**config.mk**
```make
export PLATFORM = sky130hd
export DESIGN_NAME = burst_addr_gen
export DESIGN_NICKNAME = d
export VERILOG_FILES = /design/src/rtl/burst_pkg.sv /design/src/rtl/burst_op_decode.sv /design/src/rtl/burst_counter.sv /design/src/rtl/burst_mem.sv /design/src/rtl/burst_addr_gen.sv
export SDC_FILE = /design/constraint.sdc
export NUM_CORES = 1
export LEC_CHECK = 0
export BUFFER_PORTS_ARGS = -buffer_cell sky130_fd_sc_hd__clkbuf_2
export CAP_MARGIN = 20
export CORE_ASPECT_RATIO = 1.2
export CORE_MARGIN = 3
export CORE_UTILIZATION = 44
export CTS_BUF_LIST = sky130_fd_sc_hd__clkbuf_8
export CTS_CLUSTER_DIAMETER = 50
export DETAILED_ROUTE_END_ITERATION = 12
export GPL_TIMING_DRIVEN = 1
export RECOVER_POWER = 100
export SLEW_MARGIN = 15
export SYNTH_ARGS = -nofsm -noshare
export SYNTH_HDL_FRONTEND = slang
export SYNTH_SLANG_ARGS = --single-unit
```
**constraint.sdc**
```tcl
create_clock -name clk -period 4.8 [get_ports clk]
set_input_delay 0.96 -clock clk [delete_from_list [all_inputs] [get_ports clk]]
set_output_delay 0.96 -clock clk [all_outputs]
set_load 0.05 [all_outputs]
```
**src/rtl/burst_pkg.sv**
```systemverilog
// Shared types for the burst address generator.
// Assumes nothing beyond a synthesizable enum.
package burst_pkg;
    // Operation applied to the counter in one cycle, after priority decode.
    typedef enum logic [1:0] {
        OP_HOLD   = 2'd0,
        OP_STEP   = 2'd1,
        OP_LOAD   = 2'd2,
        OP_REWIND = 2'd3
    } burst_op_e;
endpackage

```
**src/rtl/burst_op_decode.sv**
```systemverilog
// Turns the three active-low controls into one counter operation.
// Priority: rewind over load over step; hold when none is active.
// Assumes the controls are known levels in every cycle.
module burst_op_decode
    import burst_pkg::*;
(
    input  logic      load_n,
    input  logic      step_n,
    input  logic      rewind_n,
    output burst_op_e op
);
    // Priority encode the controls.
    always_comb begin
        if (!rewind_n)    op = OP_REWIND;
        else if (!load_n) op = OP_LOAD;
        else if (!step_n) op = OP_STEP;
        else              op = OP_HOLD;
    end
endmodule

```
**src/rtl/burst_counter.sv**
```systemverilog
// Lower-address counter with a saved burst-start register.
// The effective lower address (next_val) is what the current cycle accesses;
// the registers take it at the edge only while the port is selected.
// Assumes a synchronous active-low reset.
module burst_counter
    import burst_pkg::*;
#(
    parameter int CNT_W = 19
) (
    input  logic             clk,
    input  logic             rst_n,
    input  logic             en,
    input  burst_op_e        op,
    input  logic [CNT_W-1:0] load_val,
    output logic [CNT_W-1:0] next_val,
    output logic [CNT_W-1:0] cnt_q,
    output logic [CNT_W-1:0] start_q
);
    // Select the lower address used by this cycle's access.
    always_comb begin
        unique case (op)
            OP_LOAD:   next_val = load_val;
            OP_STEP:   next_val = cnt_q + 1'b1;
            OP_REWIND: next_val = start_q;
            default:   next_val = cnt_q;
        endcase
    end

    // Update the counter and the burst start while selected.
    always_ff @(posedge clk) begin
        if (!rst_n) begin
            cnt_q   <= '0;
            start_q <= '0;
        end else if (en) begin
            cnt_q <= next_val;
            if (op == OP_LOAD) start_q <= load_val;
        end
    end
endmodule

```
**src/rtl/burst_mem.sv**
```systemverilog
// Small behavioural single-port memory used to exercise the address path.
// Read data is registered at the access edge (flow-through) and, when
// PIPELINED is set, passed through one more register.
// Assumes the caller supplies the address already reduced to IDX_W bits.
module burst_mem #(
    parameter int DATA_W    = 16,
    parameter int DEPTH     = 64,
    parameter bit PIPELINED = 1'b1,
    localparam int IDX_W    = $clog2(DEPTH)
) (
    input  logic              clk,
    input  logic              rst_n,
    input  logic              access,
    input  logic              wr_n,
    input  logic [IDX_W-1:0]  idx,
    input  logic [DATA_W-1:0] wdata,
    output logic [DATA_W-1:0] rdata
);
    logic [DATA_W-1:0] store [DEPTH];
    logic [DATA_W-1:0] rd_q;

    // Write port.
    always_ff @(posedge clk) begin
        if (access && !wr_n) store[idx] <= wdata;
    end

    // Capture read data at the access edge.
    always_ff @(posedge clk) begin
        if (!rst_n)               rd_q <= '0;
        else if (access && wr_n)  rd_q <= store[idx];
    end

    generate
        if (PIPELINED) begin : g_pipe
            logic [DATA_W-1:0] pipe_q;
            // Extra output stage for pipelined timing.
            always_ff @(posedge clk) begin
                if (!rst_n) pipe_q <= '0;
                else        pipe_q <= rd_q;
            end
            assign rdata = pipe_q;
        end else begin : g_flow
            assign rdata = rd_q;
        end
    endgenerate
endmodule

```
**src/rtl/burst_addr_gen.sv**
```systemverilog
// Top: burst address generator with start-address rewind, wrapping a
// behavioural memory. The top address bit bypasses the counter.
// Assumes synchronous active-low reset and known input levels.
module burst_addr_gen
    import burst_pkg::*;
#(
    parameter int ADDR_W    = 20,
    parameter int DATA_W    = 16,
    parameter int MEM_DEPTH = 64,
    parameter bit PIPELINED = 1'b1,
    localparam int CNT_W    = ADDR_W - 1,
    localparam int IDX_W    = $clog2(MEM_DEPTH)
) (
    input  logic              clk,
    input  logic              rst_n,
    input  logic              load_n,
    input  logic              step_n,
    input  logic              rewind_n,
    input  logic              sel_n,
    input  logic              sel,
    input  logic              wr_n,
    input  logic [ADDR_W-1:0] addr_in,
    input  logic [DATA_W-1:0] wdata,
    output logic [ADDR_W-1:0] addr_out,
    output logic              wr_strobe,
    output logic [DATA_W-1:0] rdata
);
    burst_op_e        op;
    logic             access;
    logic [CNT_W-1:0] low_addr;
    logic [CNT_W-1:0] cnt_q;
    logic [CNT_W-1:0] start_q;

    assign access    = !sel_n && sel;
    assign wr_strobe = access && !wr_n;
    assign addr_out  = {addr_in[ADDR_W-1], low_addr};

    burst_op_decode u_dec (
        .load_n   (load_n),
        .step_n   (step_n),
        .rewind_n (rewind_n),
        .op       (op)
    );

    burst_counter #(.CNT_W(CNT_W)) u_cnt (
        .clk      (clk),
        .rst_n    (rst_n),
        .en       (access),
        .op       (op),
        .load_val (addr_in[CNT_W-1:0]),
        .next_val (low_addr),
        .cnt_q    (cnt_q),
        .start_q  (start_q)
    );

    burst_mem #(
        .DATA_W    (DATA_W),
        .DEPTH     (MEM_DEPTH),
        .PIPELINED (PIPELINED)
    ) u_mem (
        .clk    (clk),
        .rst_n  (rst_n),
        .access (access),
        .wr_n   (wr_n),
        .idx    (addr_out[IDX_W-1:0]),
        .wdata  (wdata),
        .rdata  (rdata)
    );
endmodule

```
==> impl_metrics.json, run 1 <==
{
  "final_cells": 5205,
  "worst-path-max-fanout": 17,
  "dpl_worst_slack_ns": -0.08309,
  "min_path_cells": 3,
  "fin_skew_ns": 0.05087,
  "required_ns": 5.57,
  "failed_checks": "max-capacitance violations, max-slew violations",
  "finalSetupTns_ns": 0,
  "period_minus_slack_ns": 4.572,
  "hold_path_class": "input port to flip-flop",
  "dp_hpwl_mm": 91.92,
  "drv_cap": 29,
  "cts_tree": "built",
  "coreArea_um2": 104900,
  "cts_setup_buffers": 0,
  "p_per_area_nw_per_um2": 375.8,
  "synth-seq-cells": 1094,
  "synth_fa_ha_area_share_pct": 0.02684,
  "clock_sinks": 1094,
  "fin_crit_sh_pct": 95.25,
  "worst_slew_pin_slew_ns": 3.765,
  "final_util_pct": 50.42,
  "synth_area_um2": 46610,
  "synth_simple_gate_area_share_pct": 6.257,
  "final-hold-violation-count": 0,
  "viasPerCell": 6.051,
  "r2r_cells": 10,
  "postLayoutCellArea_um2": 52900,
  "start_kind": "flip-flop",
  "crit_type": "flip-flop to flip-flop",
  "synth_xor_area_share_pct": 0.07516,
  "dieArea_um2": 109900,
  "synth.area.mux_share_pct": 11.79,
  "drc": 0,
  "fp.dieW_um": 303.1,
  "synth_top_family_by_area": "multiplexers",
  "layout_commonest_cell": "edfxtp_1",
  "synth-seq-area-share_pct": 68.97,
  "reg2reg_slack_ns": 0.23,
  "post_dp_cell_area_um2": 50200,
  "timing.rr.start": "u_cnt.cnt_q[1]$_SDFFE_PN0P_",
  "ys_types": 64,
  "synthFlopType": "edfxtp_1",
  "cts-resized-gates": 0,
  "async_flop_share_pct": 0,
  "nNetsFinal": 3727,
  "synth_edf_count": 1024,
  "antenna_found_initial": 7,
  "ant_nets": 0,
  "cts_made_buffers": 172,
  "leakagePower_nw": 18.69,
  "syn_inst": 3421,
  "min-delay-start": "addr_in[11]",
  "grt-ovfl-total": 0,
  "synth_nets": 3466,
  "htree_levels": 4,
  "area_growth_pct": 13.48,
  "route.vias.total": 31497,
  "critPathArrivalTime_ns": 5.34,
  "avgSynthCellArea_um2": 13.63,
  "routabilityCongestion": 0.9204,
  "grt_pass1_wl_mm": 210.4,
  "whs_ns": 0.3225,
  "cp-end-kind": "flip-flop",
  "wl_per_cell_um": 28.45,
  "drive_gt1_share_pct": 11.55,
  "grt_pass1_vias": 29873,
  "insertion_delay_ns": 0.89,
  "min_to": "u_cnt.start_q[11]$_SDFFE_PN0P_",
  "port_buffers": 78,
  "wl_mm": 148.1,
  "rows": 130,
  "relSlewSlack_pct": -151.0,
  "place_inst": 4894,
  "fmax_mhz": 218.7,
  "finalSetupViolations": 0,
  "path_clk_slew_ns": 0.06,
  "grt_start_max_net_pins": 65,
  "finalPower_mw": 19.88,
  "ir_drop_v": 0.0002977,
  "dieHeight_um": 362.6,
  "cts_hold_buffers": 0,
  "r2r_end": "u_mem.rd_q[1]$_SDFFE_PN0P_",
  "synth_compound_gate_area_share_pct": 10.61,
  "yosysWarnings": 0,
  "synth_area_leaders": "edfxtp_1, mux2i_1, nand2_1",
  "setup_ws_ns": 0.2281,
  "drtIter0Drc": 3453,
  "firstDrtPassIters": 6,
  "status": "complete, but fails checks",
  "slew_viol_final": 1092,
  "final_cell_mix": "edfxtp_1, mux2i_1, nand2_1",
  "io_pins": 81,
  "initial_utilization_pct": 44.43,
  "cts_buffer_depth": 3,
  "ctsRootBufferMaster": "clkbuf_8",
  "rsz0062_at_grt": "false",
  "yosys.area.top_type": "edfxtp_1",
  "netlist.area_leader.share_pct": 65.97,
  "track_usage_pct": 26.54
}
==> critical path, cell delays in order, from the launching register on <==
cell and delay (ns):
dfxtp_1 0.43, ha_1 0.29, nor3b_1 0.26, o22ai_1 0.14
clkbuf_1 0.22, nand2_1 0.18, clkbuf_1 1.48, o21ai_0 0.27
a21oi_1 0.66, o22ai_1 0.17, o31a_1 0.34
==> synth_stat cells (9+ instances only) <==
library cell and n:
a21boi_0 32, o21a_1 9, dfxtp_1 70, buf_2 69, nand2_1 430, nor2b_1 13, o32ai_1 38, buf_1 31
o22ai_1 212, nor3_1 26, nand4_1 12, nand3_1 21, o21ai_0 261, a211oi_1 14, inv_1 10, mux2i_1 529
clkbuf_1 128, a21oi_1 178, edfxtp_1 1024, a31oi_1 13, nor2_1 150, and2_1 24, mux2_2 18, o31a_1 11
==> worst max-delay path by stage <==
stage,startpoint,end,slack [ns],cells after the start
2_1_floorplan,step_n,u_mem.store[30][0]$_DFFE_PP_,0.54,9
3_3_place_gp,step_n,u_mem.rd_q[0]$_SDFFE_PN0P_,-0.06,11
3_5_place_dp,step_n,u_mem.rd_q[0]$_SDFFE_PN0P_,-0.08,11
4_1_cts,u_cnt.cnt_q[2]$_SDFFE_PN0P_,addr_out[5],0.39,6
5_1_grt,rewind_n,addr_out[4],0.16,7
6_report,u_cnt.cnt_q[1]$_SDFFE_PN0P_,u_mem.rd_q[1]$_SDFFE_PN0P_,0.23,10
==> cell families after synthesis <==
group | Yosys count
adders and majority gates | 1
DFF | 1094
and+or+nand+nor | 704
AOI/OAI and AO/OA | 821
muxes | 547
xor gates and xnor gates | 4
buffers and inverters | 250
==> state kept, by name, summed over array words and instances (netlist names) <==
| register | count |
|---|---|
| u_mem.rdata | 16 |
| u_cnt.cnt_q | 19 |
| u_cnt.start_q | 19 |
| u_mem.store | 1024 |
| u_mem.rd_q | 16 |
==> per-layer routing <==
layer / vias to the layer above / share of wire [%] / global-route usage (%)
li1: 13650 / - / -
met1: 15907 / 40 / 35.95
met4: 2 / 4.3 / 11.02
met3: 285 / 8.9 / 5.261
met5: - / 0.0081 / 0
met2: 1653 / 47 / 41.87
==> layout make-up <==
class / instances / area (µm²)
inverter: 13 / 51.30
clock inverter: 123 / 698.2
antenna: 2 / 5.005
clock buffer: 186 / 2560
fill: 8993 / 52010
timing repair buffer: 324 / 2198
tap: 1386 / 1734
multi-input combinational: 2077 / 13500
sequential: 1094 / 32150
==> power breakdown <==
part,internal (mW),switching (mW),total (mW)
logic,0.558,1.27,1.83
clock network,3.85,3.71,7.56
registers,10.5,0.0217,10.5
total,14.9,5.00,19.9
No activity file was read; power rests on OpenSTA's default activity.
==> run 2, diff against run 1 <==
- CORE_MARGIN: 3 -> 4
- clock period: 4.8 -> 4.72 ns (I/O delays scaled with it)
==> run 2 against run 1 <==
The run still ends with max-capacitance violations, max-slew violations left. Setup slack better by 0.016 ns. Clock skew decreased by 0.0025 ns. Hold slack worse by 0.020 ns. Sequential share of layout area increased by 0.13 points. Total power grew 0.27%. First-iteration DRC count is 1.6% higher. Largest cell class unchanged. Largest power group unchanged.
==> impl_metrics.json, run 2 (synthesized netlist as in run 1, its figures left out) <==
{
  "path_clk_slew_ns": 0.06,
  "fillCellCount": 8999,
  "finalSetupTns_ns": 0,
  "drc": 0,
  "cts_made_buffers": 176,
  "cts_buffer_depth": 3,
  "grt_start_max_net_pins": 88,
  "drv_cap": 27,
  "cts-resized-gates": 0,
  "leakagePower_nw": 18.68,
  "worst_slew_pin_slew_ns": 3.649,
  "track_usage_pct": 25.18,
  "dp_hpwl_mm": 86.87,
  "failed_checks": "max-capacitance violations, max-slew violations",
  "fp.dieW_um": 305.1,
  "cp_slowest_stage_delay_ns": 1.14,
  "rows": 130,
  "htree_levels": 4,
  "grt_pass1_vias": 29748,
  "crit_type": "flip-flop to flip-flop",
  "hold_path_class": "input port to flip-flop",
  "coreArea_um2": 104900,
  "io_pins": 81,
  "initial_utilization_pct": 44.43,
  "dpl_worst_slack_ns": 0.2414,
  "period_minus_slack_ns": 4.476,
  "fin_crit_sh_pct": 94.83,
  "area_growth_pct": 13.25,
  "wl_per_cell_um": 27.56,
  "dieHeight_um": 364.6,
  "start_kind": "flip-flop",
  "cts_setup_buffers": 0,
  "rsz0062_at_grt": "false",
  "viasPerCell": 5.984,
  "port_buffers": 78,
  "drtIter0Drc": 3508,
  "nNetsFinal": 3726,
  "required_ns": 5.21,
  "drive_gt1_share_pct": 12.16,
  "grt_pass1_wl_mm": 206.1,
  "critPathArrivalTime_ns": 4.96,
  "cp-end-kind": "flip-flop",
  "setup_ws_ns": 0.2438,
  "relSlewSlack_pct": -143.3,
  "status": "complete, but fails checks",
  "routabilityCongestion": 0.9234,
  "layout_commonest_cell": "edfxtp_1",
  "top_register": "u_mem.store",
  "final-hold-violation-count": 0,
  "fin_skew_ns": 0.04832,
  "ctsRootBufferMaster": "clkbuf_8",
  "path_cells": "buf_4 -> ha_1 -> xnor2_1 -> a221oi_2 -> nand3_1 -> nand2b_1 -> clkbuf_1 -> nor2_2 -> clkbuf_2",
  "worst-path-max-fanout": 22,
  "fmax_mhz": 223.4,
  "clock_sinks": 1094,
  "route.vias.total": 31139,
  "ir_drop_v": 0.0002962,
  "finalSetupViolations": 0,
  "dieArea_um2": 111200,
  "wl_mm": 143.4,
  "firstDrtPassIters": 6,
  "cts_tree": "built",
  "final_cell_mix": "edfxtp_1, mux2i_1, nand2_1",
  "largest_reg_flops": 1024,
  "reg_top3": "u_mem.store (1024), u_cnt.cnt_q (19), u_cnt.start_q (19)",
  "insertion_delay_ns": 0.89,
  "cts_hold_buffers": 0,
  "slew_viol_final": 1018,
  "grt-ovfl-total": 0,
  "cp_slowest_cell": "nand3_1",
  "antenna_found_initial": 9,
  "p_per_area_nw_per_um2": 377.6,
  "ant_nets": 0
}
run 2: changes by cell type in the layout (fill, tap and decap cells not counted), sizes merged, moves of 2 or more:
| cell | previous run | this run |
|---|---|---|
| bufinv | 5 | 0 |
| inv | 83 | 74 |
| buf | 144 | 136 |
| clkinvlp | 5 | 7 |
| clkinv | 43 | 59 |
run 2: metrics by stage:
step	std cells	util, %	hold WS, ns	total power [mW]	area (µm²)
floorplan	3421	-	0.4242	11.81	46610
global placement	4887	47.84	0.4531	12.66	50190
detailed placement	4887	47.84	0.4608	12.67	50190
CTS	5199	50.86	0.2161	20.05	53360
global route	5202	50.31	0.2636	20.59	52790
finish	5204	50.32	0.3026	19.93	52790
run 2: critical path, delay by kind of cell, from the launching register on:
kind	cells	cell delay (ns)
AO/OA/AOI/OAI	1	0.38
XOR/XNOR	1	0.16
adder cells (fa/ha/maj)	1	0.27
buffers and inverters	3	0.93
flip-flops	1	0.30
AND/OR/NAND/NOR	3	1.98
run 2: area by class of cell:
class	count	area [µm²]	share of cell area [%]
Inverter	13	51.30	0.09717
Clock buffer	185	2546	4.823
Timing Repair Buffer	319	2177	4.124
Antenna cell	3	7.507	0.01422
Multi-Input combinational cell	2077	13500	25.57
Tap cell	1386	1734	3.285
Clock inverter	127	623.1	1.180
Sequential cell	1094	32150	60.91
run 2: layer usage:
layer	GRT usage [%]	vias to the layer above	routed length, µm
met4	8.008	2	4573
li1	-	13658	-
met1	34.71	15731	59850
met3	4.532	248	11820
met5	0	-	15
met2	40.90	1500	67180
run 2: where the power goes:
group / switching [mW] / internal, mW / total, mW
Sequential: 0.0160 / 10.6 / 10.7
Combinational: 1.26 / 0.560 / 1.82
Clock: 3.81 / 3.64 / 7.46
Total: 5.09 / 14.8 / 19.9
run 2: final timing paths:
check                                        end  slack (ns)                            from  cells past startpoint
setup reg to reg    u_mem.store[15][0]$_DFFE_PP_        0.24     u_cnt.cnt_q[0]$_SDFFE_PN0P_                      9
setup / recovery    u_mem.store[15][0]$_DFFE_PP_        0.24     u_cnt.cnt_q[0]$_SDFFE_PN0P_                      9
hold / removal     u_cnt.start_q[7]$_SDFFE_PN0P_        0.30                      addr_in[7]                      3
hold reg to reg   u_cnt.start_q[17]$_SDFFE_PN0P_        0.47  u_cnt.start_q[17]$_SDFFE_PN0P_                      2
